`src/rtl/dma_rf_pkg.sv`:
```
package dma_rf_pkg;

    typedef enum logic [3:0] {
        G_NONE, G_STAT_ALL, G_STAT_TC, G_CLR_TC, G_STAT_ERR, G_CLR_ERR,
        G_RAW_TC, G_RAW_ERR, G_ENABLED, G_CONF, G_SYNC
    } gsel_e;

    typedef enum logic [2:0] {
        C_SRC, C_DST, C_LINK, C_CTRL, C_CONF, C_NONE
    } csel_e;

    typedef struct packed {
        logic       hit_glob;
        gsel_e      gsel;
        logic       hit_chan;
        csel_e      csel;
        logic [2:0] chan;
    } dec_t;

    localparam int unsigned TC_MASK_BIT  = 15;
    localparam int unsigned ERR_MASK_BIT = 14;
    localparam int unsigned GCONF_W      = 3;

endpackage

```
`src/rtl/dma_rf_decode.sv`:
```
module dma_rf_decode
    import dma_rf_pkg::*;
#(
    parameter int unsigned NUM_CH = 8,
    parameter int unsigned ADDR_W = 10
) (
    input  logic [ADDR_W-1:0] waddr,
    output dec_t              dec
);
    localparam int unsigned REGION_LSB = 6;

    logic [ADDR_W-REGION_LSB-1:0] region;
    logic [5:0]                   gidx;
    logic [2:0]                   cidx;
    logic [2:0]                   cword;

    assign region = waddr[ADDR_W-1:REGION_LSB];
    assign gidx   = waddr[5:0];
    assign cidx   = waddr[5:3];
    assign cword  = waddr[2:0];

    always_comb begin
        dec      = '0;
        dec.gsel = G_NONE;
        dec.csel = C_NONE;
        dec.chan = cidx;
        if (region == '0) begin
            case (gidx)
                6'd0:    dec.gsel = G_STAT_ALL;
                6'd1:    dec.gsel = G_STAT_TC;
                6'd2:    dec.gsel = G_CLR_TC;
                6'd3:    dec.gsel = G_STAT_ERR;
                6'd4:    dec.gsel = G_CLR_ERR;
                6'd5:    dec.gsel = G_RAW_TC;
                6'd6:    dec.gsel = G_RAW_ERR;
                6'd7:    dec.gsel = G_ENABLED;
                6'd12:   dec.gsel = G_CONF;
                6'd13:   dec.gsel = G_SYNC;
                default: dec.gsel = G_NONE;
            endcase
            dec.hit_glob = (dec.gsel != G_NONE);
        end else if (region == (ADDR_W-REGION_LSB)'(1) && 32'(cidx) < NUM_CH) begin
            case (cword)
                3'd0:    dec.csel = C_SRC;
                3'd1:    dec.csel = C_DST;
                3'd2:    dec.csel = C_LINK;
                3'd3:    dec.csel = C_CTRL;
                3'd4:    dec.csel = C_CONF;
                default: dec.csel = C_NONE;
            endcase
            dec.hit_chan = (dec.csel != C_NONE);
        end
    end
endmodule

```
`src/rtl/dma_rf_chan_bank.sv`:
```
module dma_rf_chan_bank
    import dma_rf_pkg::*;
#(
    parameter int unsigned NUM_CH = 8,
    parameter int unsigned DATA_W = 32
) (
    input  logic                     clk,
    input  logic                     rst_n,
    input  logic                     wr_en,
    input  logic                     hit_chan,
    input  csel_e                    csel,
    input  logic [2:0]               chan,
    input  logic [DATA_W-1:0]        wdata,
    output logic [NUM_CH*DATA_W-1:0] src_o,
    output logic [NUM_CH*DATA_W-1:0] dst_o,
    output logic [NUM_CH*DATA_W-1:0] link_o,
    output logic [NUM_CH*DATA_W-1:0] ctrl_o,
    output logic [NUM_CH*DATA_W-1:0] conf_o,
    output logic [NUM_CH-1:0]        conf_wr
);
    typedef struct packed {
        logic [DATA_W-1:0] src;
        logic [DATA_W-1:0] dst;
        logic [DATA_W-1:0] link;
        logic [DATA_W-1:0] ctrl;
        logic [DATA_W-1:0] conf;
    } chan_regs_t;

    for (genvar c = 0; c < NUM_CH; c++) begin : g_ch
        chan_regs_t r_d, r_q;
        logic       sel;

        assign sel = wr_en && hit_chan && (chan == 3'(c));

        always_comb begin
            r_d = r_q;
            if (sel) begin
                case (csel)
                    C_SRC:   r_d.src  = wdata;
                    C_DST:   r_d.dst  = wdata;
                    C_LINK:  r_d.link = wdata;
                    C_CTRL:  r_d.ctrl = wdata;
                    C_CONF:  r_d.conf = wdata;
                    default: r_d = r_q;
                endcase
            end
        end

        always_ff @(posedge clk or negedge rst_n) begin
            if (!rst_n) r_q <= '0;
            else        r_q <= r_d;
        end

        assign src_o [c*DATA_W +: DATA_W] = r_q.src;
        assign dst_o [c*DATA_W +: DATA_W] = r_q.dst;
        assign link_o[c*DATA_W +: DATA_W] = r_q.link;
        assign ctrl_o[c*DATA_W +: DATA_W] = r_q.ctrl;
        assign conf_o[c*DATA_W +: DATA_W] = r_q.conf;
        assign conf_wr[c] = sel && (csel == C_CONF);
    end
endmodule

```
`src/rtl/dma_rf_irq.sv`:
```
module dma_rf_irq #(
    parameter int unsigned NUM_CH = 8
) (
    input  logic              clk,
    input  logic              rst_n,
    input  logic [NUM_CH-1:0] ev_tc,
    input  logic [NUM_CH-1:0] ev_err,
    input  logic [NUM_CH-1:0] clr_tc,
    input  logic [NUM_CH-1:0] clr_err,
    input  logic [NUM_CH-1:0] tc_mask,
    input  logic [NUM_CH-1:0] err_mask,
    output logic [NUM_CH-1:0] tc_raw,
    output logic [NUM_CH-1:0] err_raw,
    output logic              irq_tc,
    output logic              irq_err,
    output logic              irq_any
);
    typedef struct packed {
        logic [NUM_CH-1:0] tc;
        logic [NUM_CH-1:0] err;
    } raw_t;

    raw_t s_d, s_q;

    always_comb begin
        s_d.tc  = (s_q.tc  & ~clr_tc)  | ev_tc;
        s_d.err = (s_q.err & ~clr_err) | ev_err;
    end

    always_ff @(posedge clk or negedge rst_n) begin
        if (!rst_n) s_q <= '0;
        else        s_q <= s_d;
    end

    assign tc_raw  = s_q.tc;
    assign err_raw = s_q.err;
    assign irq_tc  = |(s_q.tc  & tc_mask);
    assign irq_err = |(s_q.err & err_mask);
    assign irq_any = irq_tc | irq_err;
endmodule

```
`src/rtl/dma_regfront.sv`:
```
module dma_regfront
    import dma_rf_pkg::*;
#(
    parameter int unsigned NUM_CH = 8,
    parameter int unsigned ADDR_W = 10,
    parameter int unsigned DATA_W = 32
) (
    input  logic                     clk,
    input  logic                     rst_n,
    input  logic                     bus_valid,
    input  logic                     bus_write,
    input  logic [ADDR_W-1:0]        bus_addr,
    input  logic [DATA_W-1:0]        bus_wdata,
    output logic [DATA_W-1:0]        bus_rdata,
    input  logic [NUM_CH-1:0]        ev_tc,
    input  logic [NUM_CH-1:0]        ev_err,
    output logic                     ctrl_enable,
    output logic                     cfg_wr_pulse,
    output logic [NUM_CH*DATA_W-1:0] ch_src,
    output logic [NUM_CH*DATA_W-1:0] ch_dst,
    output logic [NUM_CH*DATA_W-1:0] ch_link,
    output logic [NUM_CH*DATA_W-1:0] ch_ctrl,
    output logic [NUM_CH*DATA_W-1:0] ch_conf,
    output logic                     irq_err,
    output logic                     irq_tc,
    output logic                     irq_any
);
    localparam int unsigned PAD_W = DATA_W - NUM_CH;

    typedef struct packed {
        logic [GCONF_W-1:0] gconf;
        logic [DATA_W-1:0]  sync;
        logic [DATA_W-1:0]  rdata;
        logic               pulse;
    } top_t;

    dec_t              dec;
    logic              wr_en, rd_en;
    logic [NUM_CH-1:0] conf_wr;
    logic [NUM_CH-1:0] tc_mask, err_mask, en_vec;
    logic [NUM_CH-1:0] clr_tc, clr_err;
    logic [NUM_CH-1:0] tc_raw_q, err_raw_q;
    logic [NUM_CH-1:0] tc_masked, err_masked;
    logic [DATA_W-1:0] rd_val;
    top_t              t_d, t_q;

    assign wr_en = bus_valid && bus_write;
    assign rd_en = bus_valid && !bus_write;

    dma_rf_decode #(.NUM_CH(NUM_CH), .ADDR_W(ADDR_W)) u_dec (
        .waddr (bus_addr),
        .dec   (dec)
    );

    dma_rf_chan_bank #(.NUM_CH(NUM_CH), .DATA_W(DATA_W)) u_bank (
        .clk      (clk),
        .rst_n    (rst_n),
        .wr_en    (wr_en),
        .hit_chan (dec.hit_chan),
        .csel     (dec.csel),
        .chan     (dec.chan),
        .wdata    (bus_wdata),
        .src_o    (ch_src),
        .dst_o    (ch_dst),
        .link_o   (ch_link),
        .ctrl_o   (ch_ctrl),
        .conf_o   (ch_conf),
        .conf_wr  (conf_wr)
    );

    for (genvar c = 0; c < NUM_CH; c++) begin : g_mask
        assign tc_mask[c]  = ch_conf[c*DATA_W + TC_MASK_BIT];
        assign err_mask[c] = ch_conf[c*DATA_W + ERR_MASK_BIT];
        assign en_vec[c]   = ch_conf[c*DATA_W];
    end

    assign clr_tc  = (wr_en && dec.hit_glob && dec.gsel == G_CLR_TC)
                     ? bus_wdata[NUM_CH-1:0] : '0;
    assign clr_err = (wr_en && dec.hit_glob && dec.gsel == G_CLR_ERR)
                     ? bus_wdata[NUM_CH-1:0] : '0;

    dma_rf_irq #(.NUM_CH(NUM_CH)) u_irq (
        .clk      (clk),
        .rst_n    (rst_n),
        .ev_tc    (ev_tc),
        .ev_err   (ev_err),
        .clr_tc   (clr_tc),
        .clr_err  (clr_err),
        .tc_mask  (tc_mask),
        .err_mask (err_mask),
        .tc_raw   (tc_raw_q),
        .err_raw  (err_raw_q),
        .irq_tc   (irq_tc),
        .irq_err  (irq_err),
        .irq_any  (irq_any)
    );

    assign tc_masked  = tc_raw_q  & tc_mask;
    assign err_masked = err_raw_q & err_mask;

    always_comb begin
        rd_val = '0;
        if (dec.hit_glob) begin
            case (dec.gsel)
                G_STAT_ALL: rd_val = {{PAD_W{1'b0}}, tc_masked | err_masked};
                G_STAT_TC:  rd_val = {{PAD_W{1'b0}}, tc_masked};
                G_STAT_ERR: rd_val = {{PAD_W{1'b0}}, err_masked};
                G_RAW_TC:   rd_val = {{PAD_W{1'b0}}, tc_raw_q};
                G_RAW_ERR:  rd_val = {{PAD_W{1'b0}}, err_raw_q};
                G_ENABLED:  rd_val = {{PAD_W{1'b0}}, en_vec};
                G_CONF:     rd_val = DATA_W'(t_q.gconf);
                G_SYNC:     rd_val = t_q.sync;
                default:    rd_val = '0;
            endcase
        end else if (dec.hit_chan) begin
            for (int c = 0; c < NUM_CH; c++) begin
                if (dec.chan == 3'(c)) begin
                    case (dec.csel)
                        C_SRC:   rd_val = ch_src [c*DATA_W +: DATA_W];
                        C_DST:   rd_val = ch_dst [c*DATA_W +: DATA_W];
                        C_LINK:  rd_val = ch_link[c*DATA_W +: DATA_W];
                        C_CTRL:  rd_val = ch_ctrl[c*DATA_W +: DATA_W];
                        C_CONF:  rd_val = ch_conf[c*DATA_W +: DATA_W];
                        default: rd_val = '0;
                    endcase
                end
            end
        end
    end

    always_comb begin
        t_d = t_q;
        if (wr_en && dec.hit_glob) begin
            case (dec.gsel)
                G_CONF:  t_d.gconf = bus_wdata[GCONF_W-1:0];
                G_SYNC:  t_d.sync  = bus_wdata;
                default: t_d.sync  = t_q.sync;
            endcase
        end
        if (rd_en) t_d.rdata = rd_val;
        t_d.pulse = (|conf_wr) || (wr_en && dec.hit_glob && dec.gsel == G_CONF);
    end

    always_ff @(posedge clk or negedge rst_n) begin
        if (!rst_n) t_q <= '0;
        else        t_q <= t_d;
    end

    assign bus_rdata    = t_q.rdata;
    assign ctrl_enable  = t_q.gconf[0];
    assign cfg_wr_pulse = t_q.pulse;
endmodule

```
`config.mk`:
```
export PLATFORM = sky130hd
export DESIGN_NAME = dma_regfront
export DESIGN_NICKNAME = d
export VERILOG_FILES = /design/src/rtl/dma_rf_pkg.sv /design/src/rtl/dma_rf_decode.sv /design/src/rtl/dma_rf_chan_bank.sv /design/src/rtl/dma_rf_irq.sv /design/src/rtl/dma_regfront.sv
export SDC_FILE = /design/constraint.sdc
export NUM_CORES = 2
export LEC_CHECK = 0
export BUFFER_PORTS_ARGS = -buffer_cell sky130_fd_sc_hd__buf_2
export CORE_AREA = 2 2 537 539
export CTS_BUF_LIST = sky130_fd_sc_hd__clkbuf_8 sky130_fd_sc_hd__clkbuf_16
export CTS_CLUSTER_DIAMETER = 200
export DETAILED_ROUTE_END_ITERATION = 7
export DIE_AREA = 0 0 539 541
export PLACE_DENSITY = 0.46
export REMOVE_ABC_BUFFERS = 1
export SYNTH_ARGS = -nofsm -noshare
export SYNTH_HDL_FRONTEND = slang
export SYNTH_HIERARCHICAL = 1
export SYNTH_SLANG_ARGS = --single-unit
```
`constraint.sdc`:
```
create_clock -name clk -period 2.1 [get_ports clk]
set_input_delay 0.42 -clock clk [delete_from_list [all_inputs] [get_ports clk]]
set_output_delay 0.42 -clock clk [all_outputs]
set_load 0.005 [all_outputs]
```
Yosys cells after proc, flatten, opt, wreduce, memory -nomap -nowiden. Memories as Yosys holds them, arrays and structs flattened. Index checks and enable logic that the tools add are counted.

Memories: 1. ROM bits: 64. Flip-flop bits (word level): 1364. Word-level logic and storage cells: 189. Output and inout bits: 1317.

Memories: (no name shown) (words 16, width 4, rd ports 1, clocked after memory_dff 0, wr ports 0, RTL line dma_rf_decode.sv:28) `case (gidx)`.

Eq/ne operators: 27. Mux-type cells: 29. Reductions and logical operators: 76. Bitwise gates (word level): 10.

Operators by type and width (count): 32-bit case mux with 5 select lines (8); 32-bit 2-to-1 mux (10); 32-bit case mux with 8 select lines (1); 2-bit AND reduction (42); 8-bit bitwise AND (4); 8-bit bitwise OR (3); 8-bit OR reduction (3); 1-bit logical AND (23); 3-bit by 2-bit == test with 1-bit output (second input constant) (6); 3-bit == test (second input constant) (6); 4-bit by 3-bit == test with 1-bit output (second input constant) (4); 4-bit 2-to-1 mux (4); 8-bit 2-to-1 mux (2); 8-bit inverter (2); 3-bit case mux with 5 select lines (1); 4-bit == test (second input constant) (3); 3-bit by 1-bit == test with 1-bit output (second input constant) (3); 3-bit logical NOT (3); 4-bit by 1-bit == test with 1-bit output (second input constant) (2); 4-bit by 2-bit == test with 1-bit output (second input constant) (2); 3-bit 2-to-1 mux (2); 5-bit 2-to-1 mux (1); 4-bit logical NOT (1); 4-bit nonzero test (1); 5 further kinds (5).

Depth between registers and ports, before layout.
Depth after elaboration: 19. Gate-level depth with buffers: 15. Depth with buffers taken out: 11.

Hierarchy. The synthesis kept the hierarchy.

By module, submodules not included: dma_rf_chan_bank (cells each 2884, times used 1, sequential area each 32030.7 sq um, area each 48042.3 sq um); dma_regfront (cells each 2008, times used 1, sequential area each 1701.6 sq um, area each 15369.7 sq um); dma_rf_irq (cells each 59, times used 1, sequential area each 400.4 sq um, area each 665.6 sq um); dma_rf_decode (cells each 44, times used 1, sequential area each 0.0 sq um, area each 301.5 sq um).

Least setup slack after synthesis. Ideal clock, no wire load.

Path type: input port to flip-flop. Start point: input bus_addr[0]. End point: register t_q, in the netlist bus_rdata[1]. Setup slack: -0.915 ns. Required time: 1.963 ns. Arrival time: 2.878 ns. Stages on the path: 14. Cells stage by stage: inv_1 -> ha_1 -> nor2b_1 -> o2111ai_1 -> buf_6 -> buf_12 -> buf_8 -> mux2i_1 -> nor2_1 -> a31oi_1 -> o22ai_1 -> a2111oi_2 -> o211a_1 -> o221ai_1.

RTL lines: start, declared (RTL line dma_regfront.sv:12) `input logic [ADDR_W-1:0] bus_addr,`; end signal, assigned (RTL line dma_regfront.sv:146) `else t_q <= t_d;`; end, declared (RTL line dma_regfront.sv:45) `top_t t_d, t_q;`.

==> results.md <==
* Number of cells on the critical path at 16
* YS warnings at 6
* Dpl cell area at 0.08381 mm2
* Crit Path Category: input pin to flip-flop
* Worst Setup SP: bus_addr[7]
* Die ar. at 0.2916 mm2
* Clk_lat worst skew at ~880 ps
* Die Ht at ~540 um
* Final net count at ~7300
* Via density at between 5 and 6
* Final HPWL from detailed placement at roughly 340 mm
* Post-route ant nets at 0
* First-pass DRT Iterations at 6
* CP Capture Point: bus_rdata[27]
* Leak at 51.10 nW
* Yosys top cell area share at 0.5302
* CP bufs+invs at 6
* Core footprint at 0.2864 mm2
* CP Launch Type: input pin
* Drt drc at 0
* Bufs on Longest Clock Path at 4
* Via count of the first global-routing pass at 58624
* Pwr Total at roughly 61 mW
* Share of layout cells above drive strength 1 at 0.6348
* Largest net degree at the start of global routing at approximately 100
* Hold Vio Cnt, Final at 0
* Setup crit end kind: flip-flop
* Synth area leaders: dfrtp_1 (53%), mux2_2 (23%), mux2i_1 (4.2%), buf_2 (1.7%), a21oi_1 (1.6%)
* Total net switching power at around 16 mW
* WL/cell at around 42 um
* Clock slew at reported path FFs at about 60 ps
* Data arrival time of the critical path at between 3000 and 4000 ps
* Final non-filler cell area at roughly 0.097 mm2
* Cells after Synth at roughly 5000
* Initial Util at 0.2248
* Die W at 539 um
* Slew @ Worst Pin at about 1200 ps
* Req. time, crit path at approximately 2900 ps
* Area leader, netlist: dfrtp_1
* Asr flop ratio synth at 1.000
* Final worst path period share at 1.320
* Setup slack, reg-to-reg at -120 ps
* Seq cells post-synth at 1364
* Cells on worst reg2reg path at 7
* Row cnt at roughly 200
* Drt initial violations at ~6000
* Setup Skew at 50.50 ps
* R2r endpoint: bus_rdata[29]
* Top Ports at approximately 1400
* TritonCTS clock tree: done
* Clock Tree Root: clkbuf_16
* Mapped Area at about 0.064 mm2
* Fmax at 360.8 MHz
* Unrepaired setup endpoints after global routing: true
* Relative slew margins at 0.2204
* TritonCTS Sinks at 1364
* Top Family by Delay on Critical Path: compound AO/OA/AOI/OAI gates
* Final setup fails at roughly 1300
* Status: finished with violations
* Part of the power in registers at 0.435
* Slowest Stage Delay on Critical Path at 420 ps
* Main flop type after synthesis: dfrtp_1
* I/O Buffers at around 1400
* Pint at about 45 mW
* Max Slew Vio Count at 0
* Synth-to-layout area growth at 51.32%
* Synth cell types at between 90 and 100
* Part of the power in the clock network at 0.501
* Sequential area share after synthesis at 0.5302
* Reg2reg start: u_bank/src_o[93]
* Combinational power share at 0.065
* Setup ws final at -672.0 ps
* Failing checks: negative setup slack
* Power per cell area at roughly 620 mW/mm2
* Max-Cap Viols at 0
* CP Max Fanout at 6
* Via count at ~58000
* GRT Total Usage at 0.2996
* Crit-path slowest cell: or3_4
* Global-route wire length before repair at approximately 600 mm
* Hold Path Class: input pin to async pin
* Final RePlAce weighted congestion at about 0.94
* Minimum clock period at roughly 2800 ps
* Routed wire length at approximately 470 mm
* CP Cell Sequence: buf_8, nor3_4, buf_6, nand2_4, or3_4, buf_12, buf_12, nor2b_4, buf_12, buf_12, a22o_1, a32oi_2, o22ai_2, o211ai_1, a31oi_2, o221a_2
* Number of synthesized flops with an enable pin at 0
* Switching Fraction at 0.2596
* Most used cell, CP: buf_12
* Avg Cell Area, Syn at between 10 and 15 um2
* Max IR drop VDD at between 0.6 and 0.7 mV
* Total grt overflow at 0
* H-tree depth at 4
* Initial antenna violation count at 30
* CTS buffer count at between 150 and 200
## cell families (layout without fill, tap and decap cells)
group	count (synthesis)	after routing	synth area share
XOR/XNOR	1	1	0.0001361
AO/OA/AOI/OAI	945	945	0.09852
AND/OR/NAND/NOR	471	471	0.03730
adder cells (fa/ha/maj)	5	5	0.0009717
multiplexers	1643	1643	0.2874
flip-flops	1364	1364	0.5302
buffers and inverters	566	2947	0.04552
other	0	11	0
## how the worst min path moves through the flow
stage / from / depth (start not counted) / end / slack (ps)
floorplan: rst_n / 0 / bus_rdata[0] / 120
global placement: rst_n / 1 / u_bank/link_o[42] / 350
detailed placement: rst_n / 1 / u_bank/link_o[11] / 350
CTS: rst_n / 2 / u_bank/link_o[11] / 50
global route: rst_n / 2 / u_bank/link_o[42] / 80
finish: rst_n / 2 / u_bank/link_o[42] / 90
## area by class of cell
cell class	instances	area [um2]
Antenna cell	11	27.53
Clock inverter	90	787.0
Inverter	32	151.4
Multi-Input combinational cell	3065	30590
Tap cell	3781	4731
Clock buffer	207	4808
Timing Repair Buffer	2618	22180
Fill cell	28786	189000
Sequential cell	1364	34140
## through the flow
stage	utilization	instances	TNS, ps	setup slack, ps	hold WS [ps]
after floorplan	-	4461	-	-30860	124.4
after global placement	0.2926	10562	-1837230	-2992	353.5
after detailed placement	0.2926	10562	-1807180	-2876	354.2
after CTS	0.3290	11054	-125190	-647.3	50.05
after global routing	0.3400	11158	-216620	-681.0	78.02
final	0.3401	11168	-232720	-672.0	85.79
## synthesized netlist by cell type, types with 29 or more instances
master       n
a211oi_1    46
a21oi_1    203
a221oi_1    51
a22oi_1    134
a31oi_1     46
buf_2      223
buf_4       70
clkbuf_1   194
dfrtp_1   1364
mux2_2    1338
mux2i_1    270
mux4_2      30
nand2_1    144
nand3_1     29
nor2_1     130
nor3_1      33
o21ai_0    164
o221ai_1    51
o22ai_1     73
## flip-flops by register name (all words and copies together), names as in the netlist
register	cells
u_bank/src_o	256
u_bank/ctrl_o	256
ctrl_enable	1
cfg_wr_pulse	1
t_q	34
u_bank/dst_o	256
bus_rdata	32
u_bank/link_o	256
u_bank/conf_o	256
u_irq/err_raw	8
u_irq/tc_raw	8
## power by group through the flow
stage	combinational (mW)	sequential [mW]	clock (mW)
after global routing	4.11	26.4	31.9
after floorplan	0.629	26.9	0
after CTS	3.87	26.4	30.9
final	3.94	26.4	30.4
after detailed placement	3.54	26.9	0
after global placement	3.54	26.9	0
## repair_timing
item | 4_1_cts | 5_1_grt
hold buffers | 17 | 0
pin swaps | 179 | 188
buffers inserted | 171 | 97
setup endpoints to repair | 1397 | 1363
gates resized for setup | 600 | 458
gates cloned | 24 | 28
hold endpoints to repair | 432 | 0
## cells in the final DEF, fill, tap and decap left out, types with 36 or more instances in the layout
cell / count
a21oi_1: 158
a21oi_2: 40
a22oi_1: 100
a31oi_1: 36
buf_12: 292
buf_16: 42
buf_2: 1368
buf_4: 681
buf_6: 150
buf_8: 38
clkbuf_16: 199
dfrtp_1: 1357
inv_1: 55
mux2_2: 1193
mux2_4: 147
mux2i_1: 248
nand2_1: 93
nor2_1: 108
o21ai_0: 101
o21ai_1: 40
o22ai_1: 49
## routing by layer
metal	wire length (um)	global-route usage
met1	185600	0.3707
met2	213300	0.4857
met3	41630	0.08400
met4	24460	0.1299
met5	85	0
(Power assumes the default switching activity.)
